[config.mk]
export PLATFORM = sky130hd
export DESIGN_NAME = xmt_match_timer
export DESIGN_NICKNAME = d
export VERILOG_FILES = /design/src/rtl/xmt_pkg.sv /design/src/rtl/xmt_channel.sv /design/src/rtl/xmt_irq.sv /design/src/rtl/xmt_regif.sv /design/src/rtl/xmt_match_timer.sv
export SDC_FILE = /design/constraint.sdc
export NUM_CORES = 2
export LEC_CHECK = 0
export BUFFER_PORTS_ARGS = -buffer_cell sky130_fd_sc_hd__buf_2
export CORE_ASPECT_RATIO = 0.7
export CORE_MARGIN = 4
export CORE_UTILIZATION = 45
export CTS_CLUSTER_DIAMETER = 50
export CTS_CLUSTER_SIZE = 8
export DETAILED_ROUTE_END_ITERATION = 8
export HOLD_SLACK_MARGIN = 0.05
export PLACE_DENSITY = 0.65
export SETUP_SLACK_MARGIN = 0.2
export SLEW_MARGIN = 20
export SYNTH_ARGS = -nofsm -noshare
export SYNTH_HDL_FRONTEND = slang
export SYNTH_SLANG_ARGS = --single-unit
[constraint.sdc]
create_clock -name clk -period 5 [get_ports clk]
set_input_delay 0.25 -clock clk [delete_from_list [all_inputs] [get_ports clk]]
set_output_delay 0.25 -clock clk [all_outputs]
set_load 0.1 [all_outputs]
[src/rtl/xmt_pkg.sv]
package xmt_pkg;

  localparam int unsigned XMT_NSRC   = 5;
  localparam int unsigned XMT_CTLW   = 10;
  localparam int unsigned XMT_STBASE = 4;

  localparam int unsigned BIT_RSTM   = 3;
  localparam int unsigned BIT_PERIOD = 6;
  localparam int unsigned BIT_OWN    = 7;
  localparam int unsigned BIT_HALT   = 8;
  localparam int unsigned BIT_SNAP   = 9;

  // Channel whose counter a group member follows.
  function automatic int unsigned group_leader(input int unsigned ch);
    if (ch < 4) return 0;
    if (ch < 6) return 4;
    return 6;
  endfunction

  // Channels able to capture their leader on a counter read.
  function automatic logic has_snap(input int unsigned ch);
    return (ch == 5) || (ch == 7);
  endfunction

  // Writable control bits per channel.
  function automatic logic [XMT_CTLW-1:0] ctl_keep(input int unsigned ch);
    return (ch < 4) ? 10'h0FF : 10'h3FF;
  endfunction

  // Strobe of the selected source; codes 0 and above XMT_NSRC are stopped.
  function automatic logic src_strobe(input logic [2:0] code,
                                      input logic [XMT_NSRC-1:0] ticks);
    logic s;
    s = 1'b0;
    if (code >= 3'd1 && code <= 3'(XMT_NSRC)) s = ticks[code - 3'd1];
    return s;
  endfunction

endpackage

[src/rtl/xmt_channel.sv]
module xmt_channel
  import xmt_pkg::*;
#(
  parameter int unsigned IDX = 0,
  parameter int unsigned CW  = 32
) (
  input  logic                clk,
  input  logic                rst_n,
  input  logic                cnt_we,
  input  logic                mat_we,
  input  logic                ctl_we,
  input  logic [CW-1:0]       wdata,
  input  logic [XMT_NSRC-1:0] tick_i,
  input  logic [CW-1:0]       lead_cnt_i,
  input  logic                lead_adv_i,
  output logic [CW-1:0]       cnt_o,
  output logic [CW-1:0]       mat_o,
  output logic [XMT_CTLW-1:0] ctl_o,
  output logic                adv_o,
  output logic                evt_o
);

  localparam bit                  IS_LEAD = (group_leader(IDX) == IDX);
  localparam logic [XMT_CTLW-1:0] KEEP    = ctl_keep(IDX);

  function automatic logic [CW-1:0] plus_one(input logic [CW-1:0] v);
    return v + {{(CW-1){1'b0}}, 1'b1};
  endfunction

  logic [CW-1:0]       cnt_q, mat_q;
  logic [XMT_CTLW-1:0] ctl_q;
  logic                armed_q;

  logic          uses_own, src_hit, cmp_adv;
  logic [CW-1:0] cmp_cnt;

  assign uses_own = IS_LEAD | ctl_q[BIT_OWN];
  assign src_hit  = src_strobe(ctl_q[2:0], tick_i);
  assign adv_o    = uses_own & ~ctl_q[BIT_HALT] & src_hit & ~cnt_we;
  assign cmp_cnt  = uses_own ? cnt_q : lead_cnt_i;
  assign cmp_adv  = uses_own ? adv_o : lead_adv_i;
  assign evt_o    = armed_q & cmp_adv & (plus_one(cmp_cnt) == mat_q);

  always_ff @(posedge clk or negedge rst_n) begin
    if (!rst_n) begin
      cnt_q   <= '0;
      mat_q   <= '0;
      ctl_q   <= '0;
      armed_q <= 1'b0;
    end else begin
      if (cnt_we)                         cnt_q <= wdata;
      else if (evt_o && ctl_q[BIT_RSTM])  cnt_q <= '0;
      else if (adv_o)                     cnt_q <= plus_one(cnt_q);

      if (mat_we) begin
        mat_q   <= wdata;
        armed_q <= 1'b1;
      end else if (evt_o && !ctl_q[BIT_PERIOD]) begin
        armed_q <= 1'b0;
      end

      if (ctl_we) ctl_q <= wdata[XMT_CTLW-1:0] & KEEP;
    end
  end

  assign cnt_o = cnt_q;
  assign mat_o = mat_q;
  assign ctl_o = ctl_q;


  cnt_hold_chk: assert property (@(posedge clk) disable iff (!rst_n)
    (!cnt_we && !adv_o && !evt_o) |=> $stable(cnt_q));


  clear_on_match_chk: assert property (@(posedge clk) disable iff (!rst_n)
    (evt_o && ctl_q[BIT_RSTM] && !cnt_we) |=> (cnt_q == '0));


  single_shot_chk: assert property (@(posedge clk) disable iff (!rst_n)
    (evt_o && !ctl_q[BIT_PERIOD] && !mat_we) |=> !evt_o);


  write_wins_chk: assert property (@(posedge clk) disable iff (!rst_n)
    cnt_we |=> (cnt_q == $past(wdata)));

endmodule

[src/rtl/xmt_irq.sv]
module xmt_irq #(
  parameter int unsigned NCH = 8
) (
  input  logic           clk,
  input  logic           rst_n,
  input  logic [NCH-1:0] evt_i,
  input  logic           clr_we,
  input  logic [NCH-1:0] clr_mask,
  output logic [NCH-1:0] status_o,
  output logic           irq_o
);

  logic [NCH-1:0] status_q, status_d, clr_eff;
  logic           irq_q, clr_touch;

  assign clr_eff   = clr_we ? clr_mask : '0;
  assign status_d  = (status_q & ~clr_eff) | evt_i;
  assign clr_touch = |(clr_eff & status_q);

  always_ff @(posedge clk or negedge rst_n) begin
    if (!rst_n) begin
      status_q <= '0;
      irq_q    <= 1'b0;
    end else begin
      status_q <= status_d;
      if (|evt_i)                            irq_q <= 1'b1;
      else if (clr_touch && status_d == '0)  irq_q <= 1'b0;
    end
  end

  assign status_o = status_q;
  assign irq_o    = irq_q;


  irq_tracks_chk: assert property (@(posedge clk) disable iff (!rst_n)
    irq_o == (|status_q));


  status_set_chk: assert property (@(posedge clk) disable iff (!rst_n)
    (evt_i != '0) |=> ((status_q & $past(evt_i)) == $past(evt_i)));


  clear_miss_chk: assert property (@(posedge clk) disable iff (!rst_n)
    (clr_we && ((clr_mask & status_q) == '0) && evt_i == '0) |=> $stable(status_q));

endmodule

[src/rtl/xmt_regif.sv]
module xmt_regif
  import xmt_pkg::*;
#(
  parameter int unsigned NCH = 8,
  parameter int unsigned CW  = 32,
  parameter int unsigned AW  = 8
) (
  input  logic                          clk,
  input  logic                          rst_n,
  input  logic                          wr_en,
  input  logic                          rd_en,
  input  logic [AW-1:0]                 addr,
  input  logic [CW-1:0]                 wdata,
  input  logic [NCH-1:0][CW-1:0]        cnt_i,
  input  logic [NCH-1:0][CW-1:0]        mat_i,
  input  logic [NCH-1:0][XMT_CTLW-1:0]  ctl_i,
  input  logic [NCH-1:0]                status_i,
  output logic [NCH-1:0]                cnt_we,
  output logic [NCH-1:0]                mat_we,
  output logic [NCH-1:0]                ctl_we,
  output logic                          clr_we,
  output logic [NCH-1:0]                clr_mask,
  output logic [CW-1:0]                 rdata
);

  localparam int unsigned IW  = $clog2(NCH);
  localparam int unsigned GSH = IW + 2;
  localparam int unsigned GW  = AW - GSH;
  localparam logic [GW-1:0] G_CNT  = GW'('h40 >> GSH);
  localparam logic [GW-1:0] G_MAT  = GW'('h80 >> GSH);
  localparam logic [GW-1:0] G_CTL  = GW'('hC0 >> GSH);
  localparam logic [AW-1:0] A_STAT = AW'('h14);
  localparam logic [AW-1:0] A_SNAP = AW'('h20);

  logic          aligned, in_cnt, in_mat, in_ctl, hit_stat, hit_snap;
  logic [IW-1:0] sel;
  logic [CW-1:0] snap_q, snap_val;
  logic          snap_load;

  assign aligned  = (addr[1:0] == 2'b00);
  assign sel      = addr[GSH-1:2];
  assign in_cnt   = aligned && (addr[AW-1:GSH] == G_CNT);
  assign in_mat   = aligned && (addr[AW-1:GSH] == G_MAT);
  assign in_ctl   = aligned && (addr[AW-1:GSH] == G_CTL);
  assign hit_stat = (addr == A_STAT);
  assign hit_snap = (addr == A_SNAP);

  for (genvar g = 0; g < NCH; g++) begin : g_dec
    assign cnt_we[g] = wr_en & in_cnt & (sel == IW'(g));
    assign mat_we[g] = wr_en & in_mat & (sel == IW'(g));
    assign ctl_we[g] = wr_en & in_ctl & (sel == IW'(g));
  end

  assign clr_we   = wr_en & hit_stat;
  assign clr_mask = wdata[XMT_STBASE +: NCH];

  always_comb begin
    snap_load = 1'b0;
    snap_val  = snap_q;
    for (int unsigned i = 0; i < NCH; i++) begin
      if (has_snap(i) && rd_en && in_cnt && sel == IW'(i) && ctl_i[i][BIT_SNAP]) begin
        snap_load = 1'b1;
        snap_val  = cnt_i[group_leader(i)];
      end
    end
  end

  always_ff @(posedge clk or negedge rst_n) begin
    if (!rst_n)         snap_q <= '0;
    else if (snap_load) snap_q <= snap_val;
  end

  always_comb begin
    rdata = '0;
    if (in_cnt)        rdata = cnt_i[sel];
    else if (in_mat)   rdata = mat_i[sel];
    else if (in_ctl)   rdata = CW'(ctl_i[sel]);
    else if (hit_stat) rdata = CW'(status_i) << XMT_STBASE;
    else if (hit_snap) rdata = snap_q;
  end

endmodule

[src/rtl/xmt_match_timer.sv]
module xmt_match_timer
  import xmt_pkg::*;
#(
  parameter int unsigned NCH = 8,
  parameter int unsigned CW  = 32,
  parameter int unsigned AW  = 8
) (
  input  logic                clk,
  input  logic                rst_n,
  input  logic [XMT_NSRC-1:0] tick_i,
  input  logic                wr_en,
  input  logic                rd_en,
  input  logic [AW-1:0]       addr,
  input  logic [CW-1:0]       wdata,
  output logic [CW-1:0]       rdata,
  output logic                irq_o
);

  logic [NCH-1:0][CW-1:0]       cnt_bus, mat_bus;
  logic [NCH-1:0][XMT_CTLW-1:0] ctl_bus;
  logic [NCH-1:0]               adv_bus, evt_bus, status;
  logic [NCH-1:0]               cnt_we, mat_we, ctl_we, clr_mask;
  logic                         clr_we;

  xmt_regif #(.NCH(NCH), .CW(CW), .AW(AW)) regif_i (
    .clk      (clk),
    .rst_n    (rst_n),
    .wr_en    (wr_en),
    .rd_en    (rd_en),
    .addr     (addr),
    .wdata    (wdata),
    .cnt_i    (cnt_bus),
    .mat_i    (mat_bus),
    .ctl_i    (ctl_bus),
    .status_i (status),
    .cnt_we   (cnt_we),
    .mat_we   (mat_we),
    .ctl_we   (ctl_we),
    .clr_we   (clr_we),
    .clr_mask (clr_mask),
    .rdata    (rdata)
  );

  for (genvar g = 0; g < NCH; g++) begin : g_ch
    localparam int unsigned LEAD = group_leader(g);
    xmt_channel #(.IDX(g), .CW(CW)) ch_i (
      .clk        (clk),
      .rst_n      (rst_n),
      .cnt_we     (cnt_we[g]),
      .mat_we     (mat_we[g]),
      .ctl_we     (ctl_we[g]),
      .wdata      (wdata),
      .tick_i     (tick_i),
      .lead_cnt_i (cnt_bus[LEAD]),
      .lead_adv_i (adv_bus[LEAD]),
      .cnt_o      (cnt_bus[g]),
      .mat_o      (mat_bus[g]),
      .ctl_o      (ctl_bus[g]),
      .adv_o      (adv_bus[g]),
      .evt_o      (evt_bus[g])
    );
  end

  xmt_irq #(.NCH(NCH)) irq_i (
    .clk      (clk),
    .rst_n    (rst_n),
    .evt_i    (evt_bus),
    .clr_we   (clr_we),
    .clr_mask (clr_mask),
    .status_o (status),
    .irq_o    (irq_o)
  );

endmodule

==> flow_summary.json <==
{
  "synthDistinctLibCells": 96,
  "cts_tree": "done",
  "drive_gt1_share_pct": 18.6,
  "seq_area_mm2": 0.0159,
  "postSynthNetCount": 5533,
  "nets": 5496,
  "rsz0062_at_grt": "true",
  "remaining_drc_errors": 0,
  "root_buffer": "clkbuf_16",
  "tns_ns": 0,
  "synth_ff_type": "dfrtp_1",
  "place_area_mm2": 0.0515,
  "dieHeight_um": 284,
  "hold_viol_final": 0,
  "start_util_pct": 45.7,
  "period_share_pct": 94.6,
  "gr-total-overflow": 0,
  "ios": 82,
  "postCtsSetupBuffers": 0,
  "dr.pass1.iters": 7,
  "yosys_warnings": 0,
  "grt_start_max_net_pins": 132,
  "grt_pass1_wl_mm": 319,
  "grt_pass1_vias": 43000,
  "multiInputGateArea_mm2": 0.0307,
  "worst-path-max-fanout": 73,
  "fillCellCount": 10000,
  "antenna_found_initial": 16,
  "min_path_type": "in -> reg",
  "synth_edf_count": 0,
  "portBuffers": 81,
  "yosysSeqAreaShare_pct": 32.4,
  "synth_area_per_cell_um2": 8.97,
  "post-place-cells": 6725,
  "drv_slew": 0,
  "synth_area_mm2": 0.0489,
  "tightest_slew_ns": 1.18,
  "ys_top_cells_by_area": "dfrtp_1 (32%), mux4_2 (7.1%), mux2_2 (6.6%)",
  "gr-usage-met1_pct": 58.6,
  "final_area_mm2": 0.0548,
  "crit_buf_inv": 2,
  "cts.sinks": 633,
  "fin_skew_ns": 0.0322,
  "whs_ns": 0.0999,
  "instances_no_fill": 6905,
  "core_mm2": 0.107,
  "setup_violations": 0,
  "crit_chain": "buf_12, nand3_1, a222oi_1, nand4_1, or4_1, a21oi_1, nand4_1, or4_4, o21ai_4, buf_12, a21oi_1, o2bb2a_1",
  "synth_top_area_share_pct": 32.4,
  "die_width_um": 402,
  "synth.most_common_cell": "dfrtp_1",
  "slew_headroom_pct": 20.3,
  "crit_path_end_kind": "register",
  "peakVddDrop_v": 0.000328,
  "utilization_pct": 51.2,
  "dieArea_mm2": 0.114,
  "min_period_ns": 4.73,
  "wirelength_mm": 224,
  "wire_per_inst_um": 32.5,
  "cp-start-kind": "register",
  "crit_arrival_ns": 5.33,
  "cts_inserted_buffers": 101,
  "ant_nets": 0,
  "gp_congestion": 1.05,
  "outcome": "finished, final reports clean",
  "drt_iter0_markers": 8272,
  "grt-busiest-layer": "met1",
  "asyncSetResetFlopFracSynth_pct": 100,
  "htreeDepth": 3,
  "use_met3_pct": 15.5,
  "clkLatencyLatePin_ns": 0.73,
  "ys_seq_elements": 633,
  "synth_area_leader_cell": "dfrtp_1",
  "yosys-top-cells-count": "dfrtp_1 (633), nand2_1 (578), clkbuf_1 (372)",
  "grt.total_usage_pct": 38.0,
  "slowest_stage": "a222oi_1",
  "p_leak_nw": 22.4,
  "powerDensity_mw_per_mm2": 336,
  "slowest_delay_ns": 0.66,
  "maxCapViolations": 0,
  "clk_pin_slew_worst_paths_ns": 0.05,
  "syn_inst": 5455,
  "clockBufferDepth": 3,
  "vias_per_cell": 6.98,
  "rows": 100,
  "critical_path_class": "reg -> reg",
  "fmax_mhz": 211,
  "area_growth_pct": 12.1,
  "grt_use_met2_pct": 47.5,
  "cpLargestDelayFamily": "simple AND/OR/NAND/NOR gates",
  "vias": 48200,
  "dp_hpwl_mm": 170,
  "critPathRequiredTime_ns": 5.60
}
[state kept, by name, indices dropped and copies added (netlist names)]
name               cells
g_ch.ch_i.armed_q      8
irq_i.irq_o            1
g_ch.ch_i.mat_o      256
g_ch.ch_i.cnt_o      256
irq_i.status_o         8
g_ch.ch_i.ctl_o       72
regif_i.snap_q        32
[worst reg2reg max path, cell delays in order, from the launching register on]
cell and delay (ns):
dfrtp_4 0.58, buf_12 0.35, nand3_1 0.12, a222oi_1 0.66, nand4_1 0.50, or4_1 0.64, a21oi_1 0.16, nand4_1 0.13
or4_4 0.66, o21ai_4 0.20, buf_12 0.24, a21oi_1 0.10, o2bb2a_1 0.29
[repair_timing]
item / 4_1_cts / 5_1_grt
resized for setup: 0 / 6
setup endpoints to repair: 0 / 38
hold buffers: 18 / 0
hold endpoints to repair: 118 / 0
[placed cells by master (no fill, tap or decap), types with 28 or more instances in the layout]
master,synthesis,layout
mux2_2,287,287
nand2_1,578,570
nand4b_1,31,31
a2bb2oi_1,28,28
nand3_1,233,233
a221oi_1,50,49
nand3b_1,48,48
a31oi_1,35,35
nor4_1,73,70
and2_1,37,37
o21ai_0,339,337
a22oi_1,70,69
nand4_1,133,133
buf_2,64,77
a21oi_1,243,240
nor2_1,293,288
dfrtp_1,633,628
buf_4,4,238
mux2i_1,233,233
inv_1,141,141
o21a_1,45,45
clkbuf_16,0,102
mux4_2,154,154
xor2_1,127,127
and4_1,36,36
nor3_1,124,119
ha_1,29,29
and3_1,59,57
o31ai_1,35,35
xnor2_1,264,264
a211oi_1,43,43
or3_1,50,50
[report_power, final]
part	switching, mW	total, mW	internal (mW)
Sequential	0.781	6.28	5.50
Combinational	3.47	5.44	1.97
Clock	2.72	6.72	4.01
Total	6.96	18.4	11.5
[metrics by stage]
step                setup WS, ns  power, mW
floorplan                  0.285       9.34
global placement           0.495       11.4
detailed placement         0.431       11.4
CTS                        0.418       18.1
global route               0.152       18.9
finish                     0.271       18.4
[routing by layer]
layer	wire [um]	vias up
li1	-	20200
met1	97900	23900
met3	36400	399
met2	83200	3605
met5	79	-
met4	6900	10
[cell families (layout without fill, tap and decap cells)]
group	count (synthesis)	in the layout	share of synthesized area, %
other	0	12	0
AOI/OAI and AO/OA	1219	1219	16.6
xor gates and xnor gates	392	392	7.05
buffers and inverters	641	651	5.16
muxes	674	674	18.5
DFF	633	633	32.4
and+or+nand+nor	1867	1867	19.6
adders and majority gates	29	29	0.742
[final timing paths]
kind,from,endpoint,slack [ns],cells past startpoint
worst max register to register,g_ch[5].ch_i.ctl_o[7],g_ch[5].ch_i.cnt_o[30],0.27,12
worst min-delay path,wdata[28],g_ch[2].ch_i.cnt_o[28],0.1,3
max in group asynchronous,rst_n,g_ch[5].ch_i.ctl_o[7],3.51,3
min in group asynchronous,rst_n,g_ch[1].ch_i.mat_o[27],0.13,2
worst min register to register,g_ch[4].ch_i.ctl_o[7],g_ch[4].ch_i.ctl_o[7],0.49,2
worst max-delay path,g_ch[5].ch_i.ctl_o[7],g_ch[5].ch_i.cnt_o[30],0.27,12
[layout make-up]
cell class	count	share of cell area (%)
repair buffers	359	5.19
diodes	12	0.0548
inverters	142	0.972
clock buffers	126	4.98
flip-flops and latches	633	28.9
well taps	1428	3.26
clock inverters	24	0.561
multi-input cells	4181	56.1
No activity file was read; power rests on OpenSTA's default activity.
